--- src/rtl/vtimer_pkg.sv ---
package vtimer_pkg;
  parameter int LINE_W = 11;
  parameter int HI_LSB = 16;
  parameter int DATA_W = 32;
  parameter int ADDR_W = 2;

  typedef logic [LINE_W-1:0] line_t;

  typedef struct packed {
    line_t total;
    line_t active;
    line_t blankStart;
    line_t blankEnd;
    line_t syncStart;
    line_t syncEnd;
    logic  interlace;
  } vtCfg_t;

  // control -> datapath
  typedef struct packed {
    logic step;
    logic wrap;
  } vtStrobe_t;

  // datapath -> control
  typedef struct packed {
    logic atTotal;
    logic atBlankStart;
    logic atBlankEnd;
    logic atSyncStart;
    logic atSyncEnd;
  } vtMatch_t;
endpackage

--- src/rtl/vtimer_regs.sv ---
module vtimer_regs
  import vtimer_pkg::*;
#(
  parameter vtCfg_t DEF_CFG = '0
) (
  input  logic              clk,
  input  logic              rstN,
  input  logic              regWrEn,
  input  logic [ADDR_W-1:0] regAddr,
  input  logic [DATA_W-1:0] regWrData,
  output logic [DATA_W-1:0] regRdData,
  output vtCfg_t            cfgStored
);
  localparam int LO_LSB = 0;

  logic lockBit;

  always_ff @(posedge clk or negedge rstN) begin
    if (!rstN) begin
      cfgStored <= DEF_CFG;
      lockBit   <= 1'b0;
    end else if (regWrEn) begin
      case (regAddr)
        2'd0: begin
          lockBit             <= regWrData[0];
          cfgStored.interlace <= regWrData[1];
        end
        2'd1: if (!lockBit) begin
          cfgStored.total  <= regWrData[HI_LSB +: LINE_W];
          cfgStored.active <= regWrData[LO_LSB +: LINE_W];
        end
        2'd2: if (!lockBit) begin
          cfgStored.blankEnd   <= regWrData[HI_LSB +: LINE_W];
          cfgStored.blankStart <= regWrData[LO_LSB +: LINE_W];
        end
        default: if (!lockBit) begin
          cfgStored.syncEnd   <= regWrData[HI_LSB +: LINE_W];
          cfgStored.syncStart <= regWrData[LO_LSB +: LINE_W];
        end
      endcase
    end
  end

  always_comb begin
    regRdData = '0;
    case (regAddr)
      2'd0: begin
        regRdData[0] = lockBit;
        regRdData[1] = cfgStored.interlace;
      end
      2'd1: begin
        regRdData[HI_LSB +: LINE_W] = cfgStored.total;
        regRdData[LO_LSB +: LINE_W] = cfgStored.active;
      end
      2'd2: begin
        regRdData[HI_LSB +: LINE_W] = cfgStored.blankEnd;
        regRdData[LO_LSB +: LINE_W] = cfgStored.blankStart;
      end
      default: begin
        regRdData[HI_LSB +: LINE_W] = cfgStored.syncEnd;
        regRdData[LO_LSB +: LINE_W] = cfgStored.syncStart;
      end
    endcase
  end

  AST_LOCKED_HOLD: assert property (@(posedge clk) disable iff (!rstN)
    (regWrEn && lockBit && regAddr != '0) |=>
      ($stable(cfgStored.total) && $stable(cfgStored.active) &&
       $stable(cfgStored.blankStart) && $stable(cfgStored.blankEnd) &&
       $stable(cfgStored.syncStart) && $stable(cfgStored.syncEnd)));
endmodule

--- src/rtl/vtimer_datapath.sv ---
module vtimer_datapath
  import vtimer_pkg::*;
#(
  parameter vtCfg_t DEF_CFG = '0
) (
  input  logic      clk,
  input  logic      rstN,
  input  vtCfg_t    cfgStored,
  input  vtStrobe_t strb,
  output line_t     lineCount,
  output logic      ilLive,
  output logic      vActive,
  output vtMatch_t  match
);
  vtCfg_t cfgLive;
  line_t  lineCnt;

  always_ff @(posedge clk or negedge rstN) begin
    if (!rstN) begin
      lineCnt <= '0;
      cfgLive <= DEF_CFG;
    end else if (strb.step) begin
      if (strb.wrap) begin
        lineCnt <= '0;
        cfgLive <= cfgStored;
      end else begin
        lineCnt <= lineCnt + line_t'(1);
      end
    end
  end

  always_comb begin
    match.atTotal      = (lineCnt == cfgLive.total);
    match.atBlankStart = (lineCnt == cfgLive.blankStart);
    match.atBlankEnd   = (lineCnt == cfgLive.blankEnd);
    match.atSyncStart  = (lineCnt == cfgLive.syncStart);
    match.atSyncEnd    = (lineCnt == cfgLive.syncEnd);
  end

  assign vActive   = (lineCnt <= cfgLive.active);
  assign lineCount = lineCnt;
  assign ilLive    = cfgLive.interlace;

  AST_HOLD_NO_STEP: assert property (@(posedge clk) disable iff (!rstN)
    !strb.step |=> $stable(lineCnt));
  AST_STEP_PLUS_ONE: assert property (@(posedge clk) disable iff (!rstN)
    (strb.step && !strb.wrap) |=> (lineCnt == $past(lineCnt) + line_t'(1)));
endmodule

--- src/rtl/vtimer_control.sv ---
module vtimer_control
  import vtimer_pkg::*;
(
  input  logic      clk,
  input  logic      rstN,
  input  logic      pixEn,
  input  logic      lineEnd,
  input  logic      midLine,
  input  logic      ilLive,
  input  vtMatch_t  match,
  output vtStrobe_t strb,
  output logic      vBlank,
  output logic      vSync,
  output logic      field,
  output logic      frameStart
);
  always_comb begin
    strb.step = pixEn && (lineEnd || (ilLive && midLine));
    strb.wrap = strb.step && match.atTotal;
  end

  always_ff @(posedge clk or negedge rstN) begin
    if (!rstN) begin
      vBlank     <= 1'b0;
      vSync      <= 1'b0;
      field      <= 1'b0;
      frameStart <= 1'b0;
    end else begin
      frameStart <= strb.wrap;
      if (strb.wrap) field <= ilLive ? ~field : 1'b0;
      if (strb.step) begin
        if (match.atBlankEnd)        vBlank <= 1'b0;
        else if (match.atBlankStart) vBlank <= 1'b1;
        if (match.atSyncEnd)         vSync  <= 1'b0;
        else if (match.atSyncStart)  vSync  <= 1'b1;
      end
    end
  end

  AST_FIELD_ONLY_AT_WRAP: assert property (@(posedge clk) disable iff (!rstN)
    !frameStart |-> $stable(field));
  AST_BLANK_ONLY_ON_STEP: assert property (@(posedge clk) disable iff (!rstN)
    !strb.step |=> ($stable(vBlank) && $stable(vSync)));
endmodule

--- src/rtl/vtimer_top.sv ---
module vtimer_top
  import vtimer_pkg::*;
#(
  parameter int DEF_TOTAL       = 524,
  parameter int DEF_ACTIVE      = 479,
  parameter int DEF_BLANK_START = 479,
  parameter int DEF_BLANK_END   = 524,
  parameter int DEF_SYNC_START  = 489,
  parameter int DEF_SYNC_END    = 491
) (
  input  logic              clk,
  input  logic              rstN,
  input  logic              pixEn,
  input  logic              lineEnd,
  input  logic              midLine,
  input  logic              regWrEn,
  input  logic [ADDR_W-1:0] regAddr,
  input  logic [DATA_W-1:0] regWrData,
  output logic [DATA_W-1:0] regRdData,
  output logic [LINE_W-1:0] lineCount,
  output logic              field,
  output logic              vActive,
  output logic              vBlank,
  output logic              vSync,
  output logic              frameStart
);
  localparam vtCfg_t DEF_CFG = '{
    total:      line_t'(DEF_TOTAL),
    active:     line_t'(DEF_ACTIVE),
    blankStart: line_t'(DEF_BLANK_START),
    blankEnd:   line_t'(DEF_BLANK_END),
    syncStart:  line_t'(DEF_SYNC_START),
    syncEnd:    line_t'(DEF_SYNC_END),
    interlace:  1'b0
  };

  vtCfg_t    cfgStored;
  vtStrobe_t strb;
  vtMatch_t  match;
  logic      ilLive;

  vtimer_regs #(.DEF_CFG(DEF_CFG)) uRegs (
    .clk(clk), .rstN(rstN), .regWrEn(regWrEn), .regAddr(regAddr),
    .regWrData(regWrData), .regRdData(regRdData), .cfgStored(cfgStored)
  );

  vtimer_datapath #(.DEF_CFG(DEF_CFG)) uPath (
    .clk(clk), .rstN(rstN), .cfgStored(cfgStored), .strb(strb),
    .lineCount(lineCount), .ilLive(ilLive), .vActive(vActive), .match(match)
  );

  vtimer_control uCtrl (
    .clk(clk), .rstN(rstN), .pixEn(pixEn), .lineEnd(lineEnd),
    .midLine(midLine), .ilLive(ilLive), .match(match), .strb(strb),
    .vBlank(vBlank), .vSync(vSync), .field(field), .frameStart(frameStart)
  );

  AST_WRAP_TO_ZERO: assert property (@(posedge clk) disable iff (!rstN)
    frameStart |-> (lineCount == '0));
endmodule

--- config.mk ---
export PLATFORM = sky130hd
export DESIGN_NAME = vtimer_top
export DESIGN_NICKNAME = d
export VERILOG_FILES = /design/src/rtl/vtimer_pkg.sv /design/src/rtl/vtimer_regs.sv /design/src/rtl/vtimer_datapath.sv /design/src/rtl/vtimer_control.sv /design/src/rtl/vtimer_top.sv
export SDC_FILE = /design/constraint.sdc
export NUM_CORES = 1
export LEC_CHECK = 0
export BUFFER_PORTS_ARGS = -buffer_cell sky130_fd_sc_hd__buf_4
export CAP_MARGIN = 20
export CORE_MARGIN = 5
export CORE_UTILIZATION = 45
export CTS_CLUSTER_DIAMETER = 150
export DETAILED_ROUTE_END_ITERATION = 10
export PLACE_DENSITY = 0.71
export SETUP_SLACK_MARGIN = 0.5
export SLEW_MARGIN = 10
export SYNTH_ARGS = -nofsm -noshare
export SYNTH_HDL_FRONTEND = slang
export SYNTH_HIERARCHICAL = 1
export SYNTH_SLANG_ARGS = --single-unit
--- constraint.sdc ---
create_clock -name clk -period 2 [get_ports clk]
set_input_delay 0.4 -clock clk [delete_from_list [all_inputs] [get_ports clk]]
set_output_delay 0.4 -clock clk [all_outputs]
set_load 0.01 [all_outputs]
==> run metrics, run 1 <==
outcome complete, but fails checks; failing checks negative setup slack; Worst setup EP type primary output; post-DP HPWL roughly 13000 um; Fin Setup TNS -20240 ps; Yosys reg bits 150; max-cap violations 0; row cnt 47; clk sinks 150; Cell Area, Placed 0.00866 mm2; final instance area approximately 0.011 mm2; Residual DRC 0; die area between 0.015 and 0.02 mm2; Static Leakage 4.87 nW; clock latency on the worst-skew pair 440 ps; Synth Warn # 6; Worst EP arrival around 2000 ps; clk_skew between 10 and 15 ps; initial antenna violation count 0; initial core utilization 0.461; Max Clock Freq a little over 0.4 GHz; Avg Inst Size Synth between 10 and 15 um2; area fraction of the dominant cell type after synthesis 0.260; Area growth syn-to-layout 42.5%; Post-synth EDFFs 0; GRT overflow 0; most common cell after layout, fill and taps aside buf_4; Worst-path clk slew ~60 ps; Hold Crit Class input pin to flip-flop; synth top area cells dfrtp_1 (26%), dfstp_2 (24%), mux2_2 (17%); Req. time, crit path 1600 ps; Chip Width around 140 um; # IOs just under 90; antenna-violating nets left 0; CTS H-tree depth 4; final hold violation count 0; Max Slew Vio Count 0; Finished Layout Cells between 900 and 1000; Detailed Routing Iterations Pass 1 5; drt initial violations slightly above 500; CTS tree done; Power Density 1030 mW/mm2; Avg WL per Cell approximately 26 um; core box area roughly 0.017 mm2; most frequent cells in the layout buf_4 (97), mux2_2 (89), dfrtp_1 (71), dfstp_2 (70), mux2_4 (65); I/O Buffers 67; Crit Path Class flip-flop to primary output; Post-synth top flop dfrtp_1; Placer Congestion between 0.8 and 0.9; Tot Pwr about 11 mW; unrepaired setup endpoints after global routing yes; routed vias ~5600; pin count of the biggest net entering global routing 52; Die H ~140 um; number of vias per cell between 5 and 6; Max FO, Critical Path 3; CTS Buf Count 17; clock buffer depth 2; # setup viols final between 80 and 90; GRT Total Usage 0.226; CP startpoint kind flip-flop; n_diodes 0; post-synthesis cell type count 48; Worst VDD drop ~0.00082 V; post-synthesis sequential area ratio 0.499; Placed Cells 840; total wire length around 25000 um; fraction of final layout cells sized beyond drive strength 1 0.709; period utilization 1.22; cells after synthesis ~550; clk root buf clkbuf_16; vias in the first global route 5914; net count reported at finish around 800; biggest area consumer among synthesized cells dfrtp_1; first-pass GRT wire length roughly 34000 um; cell area after synthesis approximately 0.0077 mm2; crit path time final roughly 2400 ps; ys async rst share 1.00; final worst slack -436 ps
==> final timing paths <==
| kind | end | depth (start not counted) | slack (ps) | startpoint |
|---|---|---|---|---|
| worst max-delay path | vActive | 7 | -440 | uPath/cfgLive[50] |
| worst min-delay path | uRegs/cfgStored[3] | 2 | 210 | regWrData[18] |
| worst max register to register | uPath/cfgLive[62] | 10 | -330 | uPath/lineCount[9] |
| worst min register to register | uPath/cfgLive[29] | 1 | 540 | uPath/cfgLive[29] |
| max in group asynchronous | uPath/cfgLive[25] | 3 | 770 | rstN |
| min in group asynchronous | uRegs/cfgStored[66] | 2 | 480 | rstN |
==> metrics by stage <==
stage | utilization | worst slack [ps] | hold WS (ps)
floorplan | - | 45.3 | 104
global placement | 0.519 | 9.72 | 365
detailed placement | 0.519 | -12.8 | 368
CTS | 0.635 | -371 | 200
global route | 0.657 | -469 | 197
finish | 0.657 | -436 | 210
==> per-layer routing <==
layer | track usage | share of wire | vias up
met5 | 0 | 0 | -
met4 | 0.0801 | 0.037 | 0
met3 | 0.0389 | 0.071 | 78
met2 | 0.371 | 0.49 | 317
met1 | 0.303 | 0.40 | 2927
li1 | - | - | 2313
==> Yosys cell counts, types with 3 or more instances <==
| master | number |
|---|---|
| a21oi_1 | 9 |
| clkbuf_1 | 3 |
| o21ai_0 | 4 |
| nand3_1 | 7 |
| nand3_2 | 3 |
| buf_12 | 4 |
| nand4_1 | 11 |
| ha_1 | 12 |
| nor2_1 | 7 |
| xnor2_1 | 59 |
| clkbuf_8 | 3 |
| dfrtp_1 | 80 |
| buf_2 | 13 |
| nand2_1 | 8 |
| buf_6 | 11 |
| mux2_4 | 40 |
| inv_1 | 14 |
| nor3_1 | 8 |
| dfstp_2 | 70 |
| a22o_1 | 21 |
| o2bb2ai_1 | 4 |
| buf_4 | 10 |
| mux2_2 | 114 |
==> cell type report <==
cell class / count / area, um2
Inverter: 15 / 56.3
Clock inverter: 8 / 193
Sequential cell: 150 / 3850
Timing Repair Buffer: 195 / 2170
Fill cell: 1072 / 5720
Tap cell: 220 / 275
Multi-Input combinational cell: 349 / 3940
Clock buffer: 24 / 492
==> what timing repair did <==
item	in CTS	in global routing
hold buffers	1	0
gates resized for setup	127	31
endpoints found under the hold margin	26	0
setup buffers	58	13
setup endpoints to repair	115	157
pin swaps	17	10
cloned	11	6
==> kinds of logic (layout without fill, tap and decap cells) <==
group / after synthesis / count (layout) / share of synthesized area
DFF: 150 / 150 / 0.499
AOI/OAI and AO/OA: 50 / 50 / 0.0504
muxes: 159 / 159 / 0.255
xor gates and xnor gates: 59 / 59 / 0.0671
adders and majority gates: 12 / 12 / 0.0195
buffers and inverters: 59 / 242 / 0.0588
other: 1 / 10 / 0.000487
and+or+nand+nor: 58 / 59 / 0.0507
==> power by group <==
group          total [mW]  internal [mW]  switching, mW  leakage (nW)
Sequential           4.11           3.67          0.434          1.74
Clock                3.74           2.47           1.27         0.331
Combinational        3.46           2.06           1.41          2.81
==> registers in the layout, indices dropped and copies added (netlist names) <==
register / flops
uRegs/lockBit: 1
uPath/ilLive: 1
uCtrl/vSync: 1
uPath/lineCount: 11
uPath/cfgLive: 66
uRegs/cfgStored: 67
uCtrl/frameStart: 1
uCtrl/field: 1
uCtrl/vBlank: 1
==> critical path, stage by stage (launching register included) <==
cell and delay, ps:
dfrtp_1 420, inv_1 100, ha_1 360, nand3_4 100, a211oi_2 230, o31a_1 180, o22ai_2 70, buf_4 150
No activity file was read; power rests on OpenSTA's default activity.
==> run 2: changes to the inputs <==
- SYNTH_HIERARCHICAL: 1 -> not set
==> run 2 against run 1 <==
Effect of this change:
- the flow still finishes with violations (negative setup slack)
- sequential power is 35% higher
- highest routed layer unchanged
- routed wire length decreased by 9.1%
- clock power fell by 16%
- die area down 4.1%
- critical path type unchanged
- design area decreased by 0.20%
- synthesized cell count is 0.36% lower
- area after synthesis down 4.4%
- total power is 40% higher
==> run metrics, run 2 <==
crit path time final 2580 ps (+144 ps); antenna-violating nets left 0 (unchanged); Worst EP arrival 2180 ps (+140 ps); synth top area cells dfrtp_1 (27%), dfstp_2 (25%), mux2_2 (24%); I/O Buffers 67 (unchanged); clk sinks 150 (unchanged); Max Clock Freq 0.388 GHz (-5.6%); Req. time, crit path 1600 ps (about the same); n_diodes 0 (unchanged); Max Slew Vio Count 0 (unchanged); outcome complete, but fails checks; period utilization 1.29 (+0.0722); Detailed Routing Iterations Pass 1 5 (unchanged); CTS Buf Count 17 (unchanged); Area growth syn-to-layout 48.7%; Top delay family on crit path compound AO/OA/AOI/OAI gates; unrepaired setup endpoints after global routing yes; failing checks negative setup slack; Rel. slew slack 0.625; Static Leakage 4.97 nW (+1.9%); Post-synth top flop dfrtp_1; drt initial violations 465 (-7.9%); biggest area consumer among synthesized cells dfrtp_1; final instance area 0.0110 mm2 (-0.20%); top-count cell post-synth mux2_2; Placer Congestion 0.874 (+1.7%); core box area 0.0160 mm2 (-4.2%); CTS tree done; Hold WS 218 ps (+8.80 ps); pin count of the biggest net entering global routing 52 (unchanged); initial antenna violation count 0 (unchanged); clk_skew 5.81 ps (-9.11 ps); Worst-path clk slew 60 ps (about the same); CP bufs+invs 2 (unchanged); cells after synthesis 546 (-0.36%); CP startpoint kind flip-flop; first-pass GRT wire length 33300 um (-2.8%); Synth Warn # 0 (-6); row cnt 46 (-2.1%); Max FO, Critical Path 2 (-1); Tot Pwr 15.9 mW (+40%); Worst setup EP type primary output; vias in the first global route 5780 (-2.3%); number of vias per cell 5.59 (-4.7%); final worst slack -580 ps (-144 ps); Crit Path Class flip-flop to primary output; die area 0.0190 mm2 (-4.1%); largest reg by FF count uRegs.cfgStored; list of most frequent post-synthesis cells mux2_2 (156), dfrtp_1 (80), dfstp_2 (70); max reg flops 67 (unchanged); Residual DRC 0 (unchanged); Yosys reg bits 150 (unchanged); fraction of final layout cells sized beyond drive strength 1 0.687 (-0.0215); Hold Crit Class input pin to flip-flop; ys async rst share 1.00 (unchanged); Largest stage delay, worst path 540 ps (+120 ps); Final Util 0.685 (+0.0274); Power Density 1450 mW/mm2 (+40%); Worst VDD drop 0.000886 V (+8.3%); net count reported at finish 777 (-0.38%); CP cell instances inv_1 -> ha_1 -> a21o_1 -> a21oi_1 -> o22ai_1 -> o31ai_4 -> buf_4; cell area after synthesis 0.00737 mm2 (-4.4%); Cell Area, Placed 0.00889 mm2 (+2.7%); Fin Setup TNS -14410 ps (+5840 ps); area fraction of the dominant cell type after synthesis 0.272 (+0.0119); # IOs 88 (unchanged); post-synthesis cell type count 38 (-21%); Post-synth EDFFs 0 (unchanged); routed vias 5332 (-5.4%); final hold violation count 0 (unchanged); actual slew at the worst max-slew pin roughly 560 ps; Avg Inst Size Synth 13.5 um2 (-4.0%); Avg WL per Cell 23.7 um (-8.4%); most frequent cells in the layout mux2_4 (132), buf_4 (97), dfstp_2 (70), dfrtp_1 (68), buf_6 (65); post-DP HPWL 13200 um (+1.2%); Die H 138 um (-2.1%); max-cap violations 0 (unchanged); CTS H-tree depth 4 (unchanged); most common cell after layout, fill and taps aside mux2_4; total wire length 22600 um (-9.1%); slowest CP cell dfstp_2; GRT Total Usage 0.236 (+0.0103); clk root buf clkbuf_16; # setup viols final 78 (-3.7%); clock buffer depth 2 (unchanged); Chip Width 138 um (-2.1%); clock latency on the worst-skew pair 430 ps (about the same); post-synthesis sequential area ratio 0.521 (+0.0228); initial core utilization 0.460 (-0.000836); GRT overflow 0 (unchanged)
## run 2: cell types whose count changed in the layout (fill, tap and decap cells not counted), sizes merged, moves of 5 or more
| cell | before | now |
|---|---|---|
| bufinv | 6 | 1 |
| xnor2 | 59 | 24 |
| nor4 | 2 | 13 |
| nand3 | 11 | 6 |
| xor2 | 0 | 37 |
## run 2: logic make-up after synthesis
family	synth area share
buffers and inverters	0.0469
multiplexers	0.245
flip-flops	0.521
AO/OA/AOI/OAI	0.0436
AND/OR/NAND/NOR	0.0501
XOR/XNOR	0.0725
other	0.000509
adder cells (fa/ha/maj)	0.0204
## run 2: timing repair
item                                   in CTS  in global routing
setup endpoints to repair                 128                141
gates cloned                               11                  2
setup buffers                              52                 10
hold buffers                                1                  0
gates resized for setup                   138                 24
pin swaps                                  12                  7
endpoints found under the hold margin      31                  0
## run 2: per-stage QoR
stage / worst slack, ps / instances
3_5_place_dp: -154 / 846
3_3_place_gp: -130 / 846
4_1_cts: -594 / 942
5_1_grt: -660 / 954
6_report: -580 / 954
2_1_floorplan: -57.1 / 555
## run 2: cell type report
type	instances	area, um2
well taps	216	270
flip-flops and latches	150	3860
inverters	13	48.8
multi-input cells	348	4030
clock inverters	2	37.5
fillers	1011	5040
repair buffers	195	2180
clock buffers	30	544
## run 2: final timing paths
| kind | from | slack [ps] | endpoint | cells after the start |
|---|---|---|---|---|
| max in group asynchronous | rstN | 820 | uRegs.cfgStored[6] | 3 |
| setup reg to reg | uPath.lineCount[4] | -250 | uPath.cfgLive[54] | 8 |
| hold reg to reg | uPath.cfgLive[55] | 530 | uPath.cfgLive[55] | 1 |
| hold / removal | regWrData[23] | 220 | uRegs.cfgStored[63] | 2 |
| min in group asynchronous | rstN | 490 | uRegs.cfgStored[23] | 2 |
| setup / recovery | uPath.cfgLive[53] | -580 | vActive | 7 |
## run 2: power by group
| group | leakage, nW | total, mW | internal (mW) | switching (mW) |
|---|---|---|---|---|
| combinational | 2.95 | 7.14 | 4.17 | 2.97 |
| sequential | 1.73 | 5.55 | 4.45 | 1.10 |
| clock | 0.281 | 3.16 | 1.95 | 1.21 |
| total | 4.97 | 15.9 | 10.6 | 5.28 |
## run 2: metal layers
| layer | part of all wire | global-route usage | up-vias |
|---|---|---|---|
| met5 | 0 | 0 | - |
| met4 | 0.028 | 0.0873 | 0 |
| met3 | 0.064 | 0.0504 | 56 |
| met2 | 0.49 | 0.380 | 207 |
| met1 | 0.42 | 0.316 | 2768 |
| li1 | - | - | 2301 |
